==> src/rtl/dsh_irq_pkg.sv <==
package dsh_irq_pkg;
   // Event bit positions (shared by status and enable words)
   localparam int unsigned EV_RD_READY = 0;
   localparam int unsigned EV_CMD_DONE = 1;
   localparam int unsigned EV_TE_READY = 2;
   localparam int unsigned EV_VM_DONE  = 3;
   localparam int unsigned EV_EXT_TE   = 4;
   localparam int unsigned EV_COUNT    = 5;

   localparam int unsigned WORD_W      = 32;
   localparam int unsigned BUSY_BIT    = 31;
   localparam int unsigned ACK_BIT     = 0;

   typedef enum logic [1:0] {
      SEL_NONE = 2'd0,
      SEL_EN   = 2'd1,
      SEL_STA  = 2'd2,
      SEL_ACK  = 2'd3
   } reg_sel_e;
endpackage

==> src/rtl/dsh_irq_decode.sv <==
module dsh_irq_decode
   import dsh_irq_pkg::*;
#(
   parameter int unsigned ADDR_W   = 4,
   parameter int unsigned ADDR_EN  = 0,
   parameter int unsigned ADDR_STA = 1,
   parameter int unsigned ADDR_ACK = 2
) (
   input  logic              wr_en,
   input  logic [ADDR_W-1:0] wr_addr,
   input  logic              ack_dat,
   input  logic              ack_msk,
   input  logic [ADDR_W-1:0] rd_addr,
   output logic              en_we,
   output logic              sta_we,
   output logic              ack_hit,
   output reg_sel_e          rd_sel
);
   localparam logic [ADDR_W-1:0] A_EN  = ADDR_W'(ADDR_EN);
   localparam logic [ADDR_W-1:0] A_STA = ADDR_W'(ADDR_STA);
   localparam logic [ADDR_W-1:0] A_ACK = ADDR_W'(ADDR_ACK);

   if (ADDR_EN == ADDR_STA || ADDR_EN == ADDR_ACK || ADDR_STA == ADDR_ACK) begin : g_bad_map
      $error("register addresses must be distinct");
   end
   if (ADDR_ACK >= (1 << ADDR_W)) begin : g_bad_addr
      $error("register address does not fit ADDR_W");
   end

   always_comb begin
      en_we   = wr_en && (wr_addr == A_EN);
      sta_we  = wr_en && (wr_addr == A_STA);
      ack_hit = wr_en && (wr_addr == A_ACK) && ack_dat && ack_msk;
   end

   always_comb begin
      if (rd_addr == A_EN)       rd_sel = SEL_EN;
      else if (rd_addr == A_STA) rd_sel = SEL_STA;
      else if (rd_addr == A_ACK) rd_sel = SEL_ACK;
      else                       rd_sel = SEL_NONE;
   end
endmodule

==> src/rtl/dsh_irq_bank.sv <==
module dsh_irq_bank #(
   parameter int unsigned N_EVT = 5
) (
   input  logic             clk,
   input  logic             rst_n,
   input  logic [N_EVT-1:0] evt,
   input  logic             en_we,
   input  logic             sta_we,
   input  logic [N_EVT-1:0] wdat,
   input  logic [N_EVT-1:0] wmsk,
   output logic [N_EVT-1:0] en_q,
   output logic [N_EVT-1:0] sta_q
);
   if (N_EVT == 0) begin : g_bad_cnt
      $error("N_EVT must be at least 1");
   end

   for (genvar i = 0; i < N_EVT; i++) begin : g_bit
      logic clr;
      assign clr = sta_we && wmsk[i] && !wdat[i];

      always_ff @(posedge clk or negedge rst_n) begin
         if (!rst_n) begin
            sta_q[i] <= 1'b0;
            en_q[i]  <= 1'b0;
         end else begin
            // event wins over a clear in the same cycle
            sta_q[i] <= evt[i] | (sta_q[i] & ~clr);
            if (en_we && wmsk[i]) en_q[i] <= wdat[i];
         end
      end

      p_evt_sets_r2 : assert property (@(posedge clk) disable iff (!rst_n)
         evt[i] |=> sta_q[i]);

      p_no_self_set_r4 : assert property (@(posedge clk) disable iff (!rst_n)
         $rose(sta_q[i]) |-> $past(evt[i]));

      p_clear_takes_r4 : assert property (@(posedge clk) disable iff (!rst_n)
         (sta_we && wmsk[i] && !wdat[i] && !evt[i]) |=> !sta_q[i]);

      p_prio_evt_r5 : assert property (@(posedge clk) disable iff (!rst_n)
         (sta_we && wmsk[i] && !wdat[i] && evt[i]) |=> sta_q[i]);

      p_en_masked_r3 : assert property (@(posedge clk) disable iff (!rst_n)
         !(en_we && wmsk[i]) |=> $stable(en_q[i]));
   end
endmodule

==> src/rtl/dsh_irq_busy.sv <==
module dsh_irq_busy (
   input  logic clk,
   input  logic rst_n,
   input  logic cmd_active,
   input  logic rx_arrive,
   input  logic ack_hit,
   output logic busy,
   output logic rx_release
);
   logic cmd_q;
   logic rx_wait;

   always_ff @(posedge clk or negedge rst_n) begin
      if (!rst_n) begin
         cmd_q      <= 1'b0;
         rx_wait    <= 1'b0;
         rx_release <= 1'b0;
      end else begin
         cmd_q      <= cmd_active;
         rx_wait    <= rx_arrive | (rx_wait & ~ack_hit);
         rx_release <= ack_hit & rx_wait;
      end
   end

   assign busy = cmd_q | rx_wait;

   p_cmd_busy_r7 : assert property (@(posedge clk) disable iff (!rst_n)
      cmd_active |=> busy);

   p_wait_holds_r8 : assert property (@(posedge clk) disable iff (!rst_n)
      (rx_wait && !ack_hit) |=> busy);

   p_ack_frees_r8 : assert property (@(posedge clk) disable iff (!rst_n)
      (rx_wait && ack_hit && !rx_arrive && !cmd_active) |=> (rx_release && !busy));

   p_no_idle_rel_r8 : assert property (@(posedge clk) disable iff (!rst_n)
      (!rx_wait) |=> !rx_release);
endmodule

==> src/rtl/dsh_irq_status.sv <==
module dsh_irq_status
   import dsh_irq_pkg::*;
#(
   parameter int unsigned N_EVT    = EV_COUNT,
   parameter int unsigned DATA_W   = WORD_W,
   parameter int unsigned ADDR_W   = 4,
   parameter int unsigned BUSY_POS = BUSY_BIT,
   parameter int unsigned ADDR_EN  = 0,
   parameter int unsigned ADDR_STA = 1,
   parameter int unsigned ADDR_ACK = 2,
   parameter bit          IRQ_REG  = 1'b0
) (
   input  logic              clk,
   input  logic              rst_n,
   input  logic [N_EVT-1:0]  evt_pulse,
   input  logic              cmd_active,
   input  logic              rx_arrive,
   input  logic              wr_en,
   input  logic [ADDR_W-1:0] wr_addr,
   input  logic [DATA_W-1:0] wr_data,
   input  logic [DATA_W-1:0] wr_mask,
   input  logic [ADDR_W-1:0] rd_addr,
   output logic [DATA_W-1:0] rd_data,
   output logic              irq_n,
   output logic              busy,
   output logic              rx_release
);
   localparam int unsigned PAD_W = DATA_W - N_EVT;

   if (N_EVT >= BUSY_POS) begin : g_bad_evt
      $error("event bits overlap the busy bit");
   end
   if (BUSY_POS >= DATA_W) begin : g_bad_busy
      $error("busy bit outside the data word");
   end

   logic       en_we, sta_we, ack_hit;
   reg_sel_e   rd_sel;
   logic [N_EVT-1:0] en_q, sta_q;
   logic       unused_wbits;

   assign unused_wbits = ^{wr_data, wr_mask};

   dsh_irq_decode #(
      .ADDR_W  (ADDR_W),
      .ADDR_EN (ADDR_EN),
      .ADDR_STA(ADDR_STA),
      .ADDR_ACK(ADDR_ACK)
   ) i_decode (
      .wr_en  (wr_en),
      .wr_addr(wr_addr),
      .ack_dat(wr_data[ACK_BIT]),
      .ack_msk(wr_mask[ACK_BIT]),
      .rd_addr(rd_addr),
      .en_we  (en_we),
      .sta_we (sta_we),
      .ack_hit(ack_hit),
      .rd_sel (rd_sel)
   );

   dsh_irq_bank #(.N_EVT(N_EVT)) i_bank (
      .clk   (clk),
      .rst_n (rst_n),
      .evt   (evt_pulse),
      .en_we (en_we),
      .sta_we(sta_we),
      .wdat  (wr_data[N_EVT-1:0]),
      .wmsk  (wr_mask[N_EVT-1:0]),
      .en_q  (en_q),
      .sta_q (sta_q)
   );

   dsh_irq_busy i_busy (
      .clk       (clk),
      .rst_n     (rst_n),
      .cmd_active(cmd_active),
      .rx_arrive (rx_arrive),
      .ack_hit   (ack_hit),
      .busy      (busy),
      .rx_release(rx_release)
   );

   always_comb begin
      rd_data = '0;
      case (rd_sel)
         SEL_EN:  rd_data = {{PAD_W{1'b0}}, en_q};
         SEL_STA: begin
            rd_data = {{PAD_W{1'b0}}, sta_q};
            rd_data[BUSY_POS] = busy;
         end
         default: rd_data = '0;
      endcase
   end

   if (IRQ_REG) begin : g_irq_flop
      always_ff @(posedge clk or negedge rst_n) begin
         if (!rst_n) irq_n <= 1'b1;
         else        irq_n <= ~|(sta_q & en_q);
      end
      p_irq_follow_r6 : assert property (@(posedge clk) disable iff (!rst_n)
         (sta_q == '0) |=> irq_n);
   end else begin : g_irq_comb
      assign irq_n = ~|(sta_q & en_q);
      p_irq_idle_r6 : assert property (@(posedge clk) disable iff (!rst_n)
         (en_q == '0) |-> irq_n);
   end

   p_busy_bit_r7 : assert property (@(posedge clk) disable iff (!rst_n)
      (rd_addr == ADDR_W'(ADDR_STA)) |-> (rd_data[BUSY_POS] == busy));

   p_ack_reads_zero_r10 : assert property (@(posedge clk) disable iff (!rst_n)
      (rd_addr == ADDR_W'(ADDR_ACK)) |-> (rd_data == '0));
endmodule

==> config.mk <==
export PLATFORM = sky130hd
export DESIGN_NAME = dsh_irq_status
export DESIGN_NICKNAME = d
export VERILOG_FILES = /design/src/rtl/dsh_irq_pkg.sv /design/src/rtl/dsh_irq_decode.sv /design/src/rtl/dsh_irq_bank.sv /design/src/rtl/dsh_irq_busy.sv /design/src/rtl/dsh_irq_status.sv
export SDC_FILE = /design/constraint.sdc
export NUM_CORES = 1
export LEC_CHECK = 0
export BUFFER_PORTS_ARGS = -buffer_cell sky130_fd_sc_hd__buf_2
export CORE_MARGIN = 2
export CORE_UTILIZATION = 33
export DETAILED_ROUTE_END_ITERATION = 10
export GPL_TIMING_DRIVEN = 0
export PLACE_DENSITY_LB_ADDON = 0.12
export RECOVER_POWER = 100
export SYNTH_ARGS = -nofsm -noshare
export SYNTH_HDL_FRONTEND = slang
export SYNTH_SLANG_ARGS = --single-unit
==> constraint.sdc <==
create_clock -name clk -period 3.8 [get_ports clk]
set_input_delay 0.57 -clock clk [delete_from_list [all_inputs] [get_ports clk]]
set_output_delay 0.57 -clock clk [all_outputs]
set_load 0.1 [all_outputs]
==> results of run 1 <==
-- layout make-up --
type / instances / area, sq um
plain buffers: 27 / 199
clock buffers: 4 / 26.3
fillers: 294 / 1470
inverters: 4 / 15.0
multi-input cells: 71 / 449
flip-flops and latches: 13 / 325
well taps: 31 / 38.8
repair buffers: 36 / 168
-- layer usage --
metal	GRT usage (%)	vias to the layer above	wire length, um
met5	0	-	0
met4	4.76	0	9
met3	5.07	2	187
met2	21.9	37	1020
met1	13.0	360	695
li1	-	399	-
-- registers in the layout (all words and copies together) (netlist names) --
name,flops
i_busy.rx_wait,1
i_bank.sta_q,5
i_busy.rx_release,1
i_busy.cmd_q,1
i_bank.en_q,5
-- cells by family (layout without fill, tap and decap cells) --
kind of cell	Yosys count	in the layout	share of synthesized area (%)
adders and majority gates	2	2	2.75
buffers and inverters	31	71	23.5
DFF	13	13	35.8
xor gates and xnor gates	1	1	0.963
AOI/OAI and AO/OA	13	13	11.1
and+or+nand+nor	24	24	19.3
muxes	5	5	6.19
other	1	26	0.412
-- worst max-delay path: stages --
cell and delay (ns):
buf_2 0.11, xnor2_1 0.11, or3_1 0.34, inv_1 0.07, ha_1 0.29, and3b_1 0.24
clkbuf_1 0.86
-- cell usage after synthesis --
master,count,share of area [%]
or3_1,2,1.4
buf_4,26,21
a21o_1,6,5.0
a222oi_1,1,1.1
ha_1,2,2.8
or2_2,1,0.69
nor2_1,7,2.9
xnor2_1,1,0.96
mux2_1,5,6.2
nand3_1,1,0.55
inv_1,4,1.7
and3b_1,1,0.96
conb_1,1,0.41
a22oi_1,5,4.1
a221oi_1,1,0.96
nor4b_4,1,2.6
dfrtp_1,13,36
and4b_2,1,1.2
nand4b_1,5,4.8
clkbuf_1,1,0.41
nand3b_1,5,4.1
-- how the worst min path moves through the flow --
stage               startpoint                          to  slack (ns)
CTS                      rst_n   i_bank.sta_q[2]$_DFF_PN0_        0.17
finish                   rst_n   i_bank.sta_q[2]$_DFF_PN0_        0.30
global route             rst_n   i_bank.sta_q[2]$_DFF_PN0_        0.33
detailed placement       rst_n   i_bank.sta_q[2]$_DFF_PN0_        0.47
floorplan                rst_n  i_bank.en_q[0]$_DFFE_PN0P_        0.27
global placement         rst_n   i_bank.sta_q[2]$_DFF_PN0_        0.47
-- through the flow --
| stage | hold slack (ns) | std cells |
|---|---|---|
| after global placement | 0.471 | 182 |
| final | 0.300 | 186 |
| after floorplan | 0.274 | 115 |
| after global routing | 0.333 | 186 |
| after detailed placement | 0.469 | 182 |
| after CTS | 0.169 | 186 |
-- power breakdown --
group	switching (W)	total [W]	internal [W]
sequential	0.00000872	0.000158	0.000150
clock	0.0000427	0.0000833	0.0000406
combinational	0.000173	0.000220	0.0000469
==> flow_summary.json, run 1 <==
{
  "io_buffers": 36,
  "fin_skew_ns": 0.0000502,
  "tritoncts.num_buffers": 3,
  "pre_cts_slack_ns": 1.07,
  "htreeDepth": 1,
  "remaining_drc_errors": 0,
  "post_cts_buffers": 0,
  "cts_root_buffer": "clkbuf_4",
  "antenna_found_initial": 0,
  "post_cts_resized": 0,
  "vias_per_cell": 4.29,
  "core_sq_um": 2690,
  "ios": 117,
  "final_nets": 240,
  "gp_congestion": 0.762,
  "netlist_area_sq_um": 910,
  "crit_type": "in2out",
  "ctsHoldBuffers": 0,
  "critical_path_required_ns": 3.23,
  "detail_route.wl_per_cell_um": 10.3,
  "drive_above_1_share_pct": 36.8,
  "r2r_cells": 1,
  "setup_violations": 0,
  "end_kind": "primary output",
  "slew_violations": 11,
  "crit_arrival_ns": 2.60,
  "grt_pass1_wl_um": 3040,
  "ir_worst_vdd_uv": 263,
  "final_util_pct": 45.5,
  "cap_viol_max_count": 1,
  "critical_path.max_fanout": 6,
  "die_h_um": 56.5,
  "area.growth.synth_to_final_pct": 34.3,
  "ys_seq_area_share_pct": 35.8,
  "yosysUniqueCellTypes": 21,
  "grt_pass1_vias": 741,
  "vias": 798,
  "cts_sinks": 13,
  "ys_warn_count": 0,
  "status": "finished, violations left",
  "tightestPinTransition_ns": 1.72,
  "row_count": 19,
  "p_per_area_nw_per_um2": 378,
  "layout_setup_ws_ns": 0.631,
  "synth_area_per_cell_sq_um": 10.1,
  "post-route-period-util_pct": 83.4,
  "crit_path_start_kind": "primary input",
  "cellLeakagePower_nw": 0.636,
  "r2r_slack_ns": 2.98,
  "cts_tree": "built",
  "r2r-end": "i_bank.en_q[2]$_DFFE_PN0P_",
  "hold_class": "in2async",
  "grt_max_degree": 14,
  "drtIter0Drc": 24,
  "postRouteAntennaNets": 0,
  "overflow": 0,
  "slew_headroom_pct": -16.1,
  "grt_usage_pct": 12.4,
  "clock_path_buffers": 2,
  "diodes": 0,
  "endpoint": "rd_data[31]",
  "start_util_pct": 33.9,
  "min_period_ns": 3.17,
  "critPathLaunch": "rd_addr[0]",
  "power_w": 0.000462,
  "final-hold-violation-count": 0,
  "violations": "capacitance limit, slew limit",
  "die-area_sq_um": 3190,
  "rsz0062_at_grt": "no",
  "synth-seq-cells": 13,
  "die-width_um": 56.5,
  "worstReg2RegStart": "i_bank.en_q[2]$_DFFE_PN0P_",
  "setup_tns_ns": 0,
  "drt-total-wl_um": 1920,
  "dpl-instance-area_sq_um": 1220,
  "postLayoutCellArea_sq_um": 1220,
  "final_cell_mix": "buf_4, conb_1, buf_2",
  "clk_latency_ns": 0.27,
  "dpl.hpwl_um": 1600,
  "syn_inst": 90,
  "clock.fmax_mhz": 316,
  "firstDrtPassIters": 4,
  "path_clk_slew_ns": 0.08
}
Power figures use the tool's default switching activity.
==> run 2: changes to the inputs <==
--- a/config.mk
+++ b/config.mk
@@ -7,7 +7,7 @@
 export LEC_CHECK = 0
 export BUFFER_PORTS_ARGS = -buffer_cell sky130_fd_sc_hd__buf_2
 export CORE_MARGIN = 2
-export CORE_UTILIZATION = 33
+export CORE_UTILIZATION = 28
 export DETAILED_ROUTE_END_ITERATION = 10
 export GPL_TIMING_DRIVEN = 0
 export PLACE_DENSITY_LB_ADDON = 0.12
==> constraint.sdc (replaced) <==
create_clock -name clk -period 2.56 [get_ports clk]
set_input_delay 0.384 -clock clk [delete_from_list [all_inputs] [get_ports clk]]
set_output_delay 0.384 -clock clk [all_outputs]
set_load 0.1 [all_outputs]
==> flow_summary.json, run 2 (synthesis results as in run 1) <==
{
  "status": "finished, violations left",
  "violations": "capacitance limit, slew limit",
  "largestRegisters": "i_bank.en_q: 5 flops, i_bank.sta_q: 5 flops",
  "crit_path_start_kind": "primary input",
  "dpl.hpwl_um": 1630,
  "remaining_drc_errors": 0,
  "io_buffers": 36,
  "slew_violations": 11,
  "overflow": 0,
  "core_sq_um": 3080,
  "r2r_cells": 1,
  "postRouteAntennaNets": 0,
  "drt-total-wl_um": 1920,
  "tightestPinTransition_ns": 1.63,
  "clk_latency_ns": 0.27,
  "antenna_found_initial": 0,
  "p_per_area_nw_per_um2": 548,
  "ir_worst_vdd_uv": 341,
  "drive_above_1_share_pct": 41.7,
  "clock.fmax_mhz": 418,
  "vias_per_cell": 3.90,
  "multi_input_area_sq_um": 455,
  "firstDrtPassIters": 4,
  "path_clk_slew_ns": 0.08,
  "tritoncts.num_buffers": 3,
  "gp_congestion": 0.785,
  "die-width_um": 61.0,
  "grt_pass1_vias": 680,
  "setup_violations": 0,
  "cts_root_buffer": "clkbuf_4",
  "post-route-period-util_pct": 93.5,
  "holdPathStages": 1,
  "start_util_pct": 29.6,
  "ios": 117,
  "cts_tree": "built",
  "post_cts_buffers": 0,
  "worstReg2RegStart": "i_bank.en_q[1]$_DFFE_PN0P_",
  "crit_type": "in2out",
  "slew_headroom_pct": -9.96,
  "hold_class": "in2reg",
  "diodes": 0,
  "end_kind": "primary output",
  "min_period_ns": 2.39,
  "final-hold-violation-count": 0,
  "final_nets": 241,
  "crit_arrival_ns": 2.01,
  "grt_max_degree": 14,
  "r2r_slack_ns": 1.72,
  "final_cell_mix": "buf_4, conb_1, buf_2",
  "holdPathEnd": "i_busy.cmd_q$_DFF_PN0_",
  "clock_path_buffers": 2,
  "setup_tns_ns": 0,
  "regArea_sq_um": 325,
  "worstHoldStart": "cmd_active",
  "drtIter0Drc": 18,
  "die_h_um": 61.0,
  "rsz0062_at_grt": "no",
  "cts_sinks": 13,
  "cap_viol_max_count": 1,
  "row_count": 20,
  "grt_usage_pct": 10.5,
  "dpl-instance-area_sq_um": 1240,
  "fin_skew_ns": 0.0000161,
  "postLayoutCellArea_sq_um": 1260,
  "r2r-end": "i_bank.en_q[1]$_DFFE_PN0P_",
  "die-area_sq_um": 3720,
  "vias": 780,
  "grt_pass1_wl_um": 2920,
  "n_fill_cell": 336,
  "htreeDepth": 1,
  "critical_path.max_fanout": 6,
  "detail_route.wl_per_cell_um": 9.59,
  "hold_slack_ns": 0.218,
  "area.growth.synth_to_final_pct": 38.8,
  "critical_path_required_ns": 2.18,
  "cellLeakagePower_nw": 0.665
}
[run 2: cell count changes in the layout (fill, tap and decap cells not counted), sizes merged]
cell / previous run / this run
buf: 52 / 51
dlygate4sd3: 0 / 1
clkinv: 0 / 1
[run 2: layout make-up]
class                           instances  area share, %
Buffer                                 27           15.8
Inverter                                4           1.19
Tap cell                               44           4.36
Clock inverter                          1          0.396
Sequential cell                        13           25.8
Clock buffer                            3           1.78
Multi-Input combinational cell         71           36.1
Timing Repair Buffer                   37           14.7
[run 2: repair_timing]
action	4_1_cts	5_1_grt
resized for setup	0	0
hold buffers	1	0
endpoints found under the hold margin	13	0
[run 2: metal layers]
| metal | up-vias | GRT usage (%) | wire length, um |
|---|---|---|---|
| li1 | 400 | - | - |
| met1 | 344 | 11.6 | 768 |
| met2 | 36 | 19.4 | 969 |
| met3 | 0 | 3.62 | 179 |
| met4 | 0 | 1.86 | 0 |
| met5 | - | 0 | 0 |
[run 2: how the worst max path moves through the flow]
stage / from / endpoint / slack (ns) / cells after the start
floorplan: rd_addr[0] / rd_data[0] / -0.24 / 6
global placement: rd_addr[0] / rd_data[31] / 0.23 / 7
detailed placement: rd_addr[0] / rd_data[31] / 0.21 / 7
CTS: rd_addr[0] / rd_data[1] / 0.20 / 8
global route: rd_addr[0] / rd_data[1] / 0.09 / 8
finish: rd_addr[0] / rd_data[1] / 0.17 / 8
[run 2: critical path, stage by stage]
cell	delay [ns]
buf_2	0.11
xnor2_1	0.11
or3_1	0.34
inv_1	0.07
ha_1	0.28
a22oi_1	0.10
nor2_1	0.14
clkbuf_2	0.48
[run 2: metrics by stage]
step | power [W] | cells | util [%] | worst slack [ns]
2_1_floorplan | 0.000527 | 115 | - | -0.236
3_3_place_gp | 0.000570 | 195 | 40.4 | 0.231
3_5_place_dp | 0.000574 | 195 | 40.4 | 0.213
4_1_cts | 0.000701 | 200 | 41.7 | 0.198
5_1_grt | 0.000729 | 200 | 41.0 | 0.0888
6_report | 0.000691 | 200 | 41.0 | 0.166
[run 2: power by group]
part	total (W)	switching [W]	leakage (nW)	internal, W
Clock	0.000122	0.0000645	0.0177	0.0000578
Sequential	0.000237	0.0000144	0.142	0.000222
Combinational	0.000332	0.000259	0.505	0.0000737
Total	0.000691	0.000338	0.665	0.000354
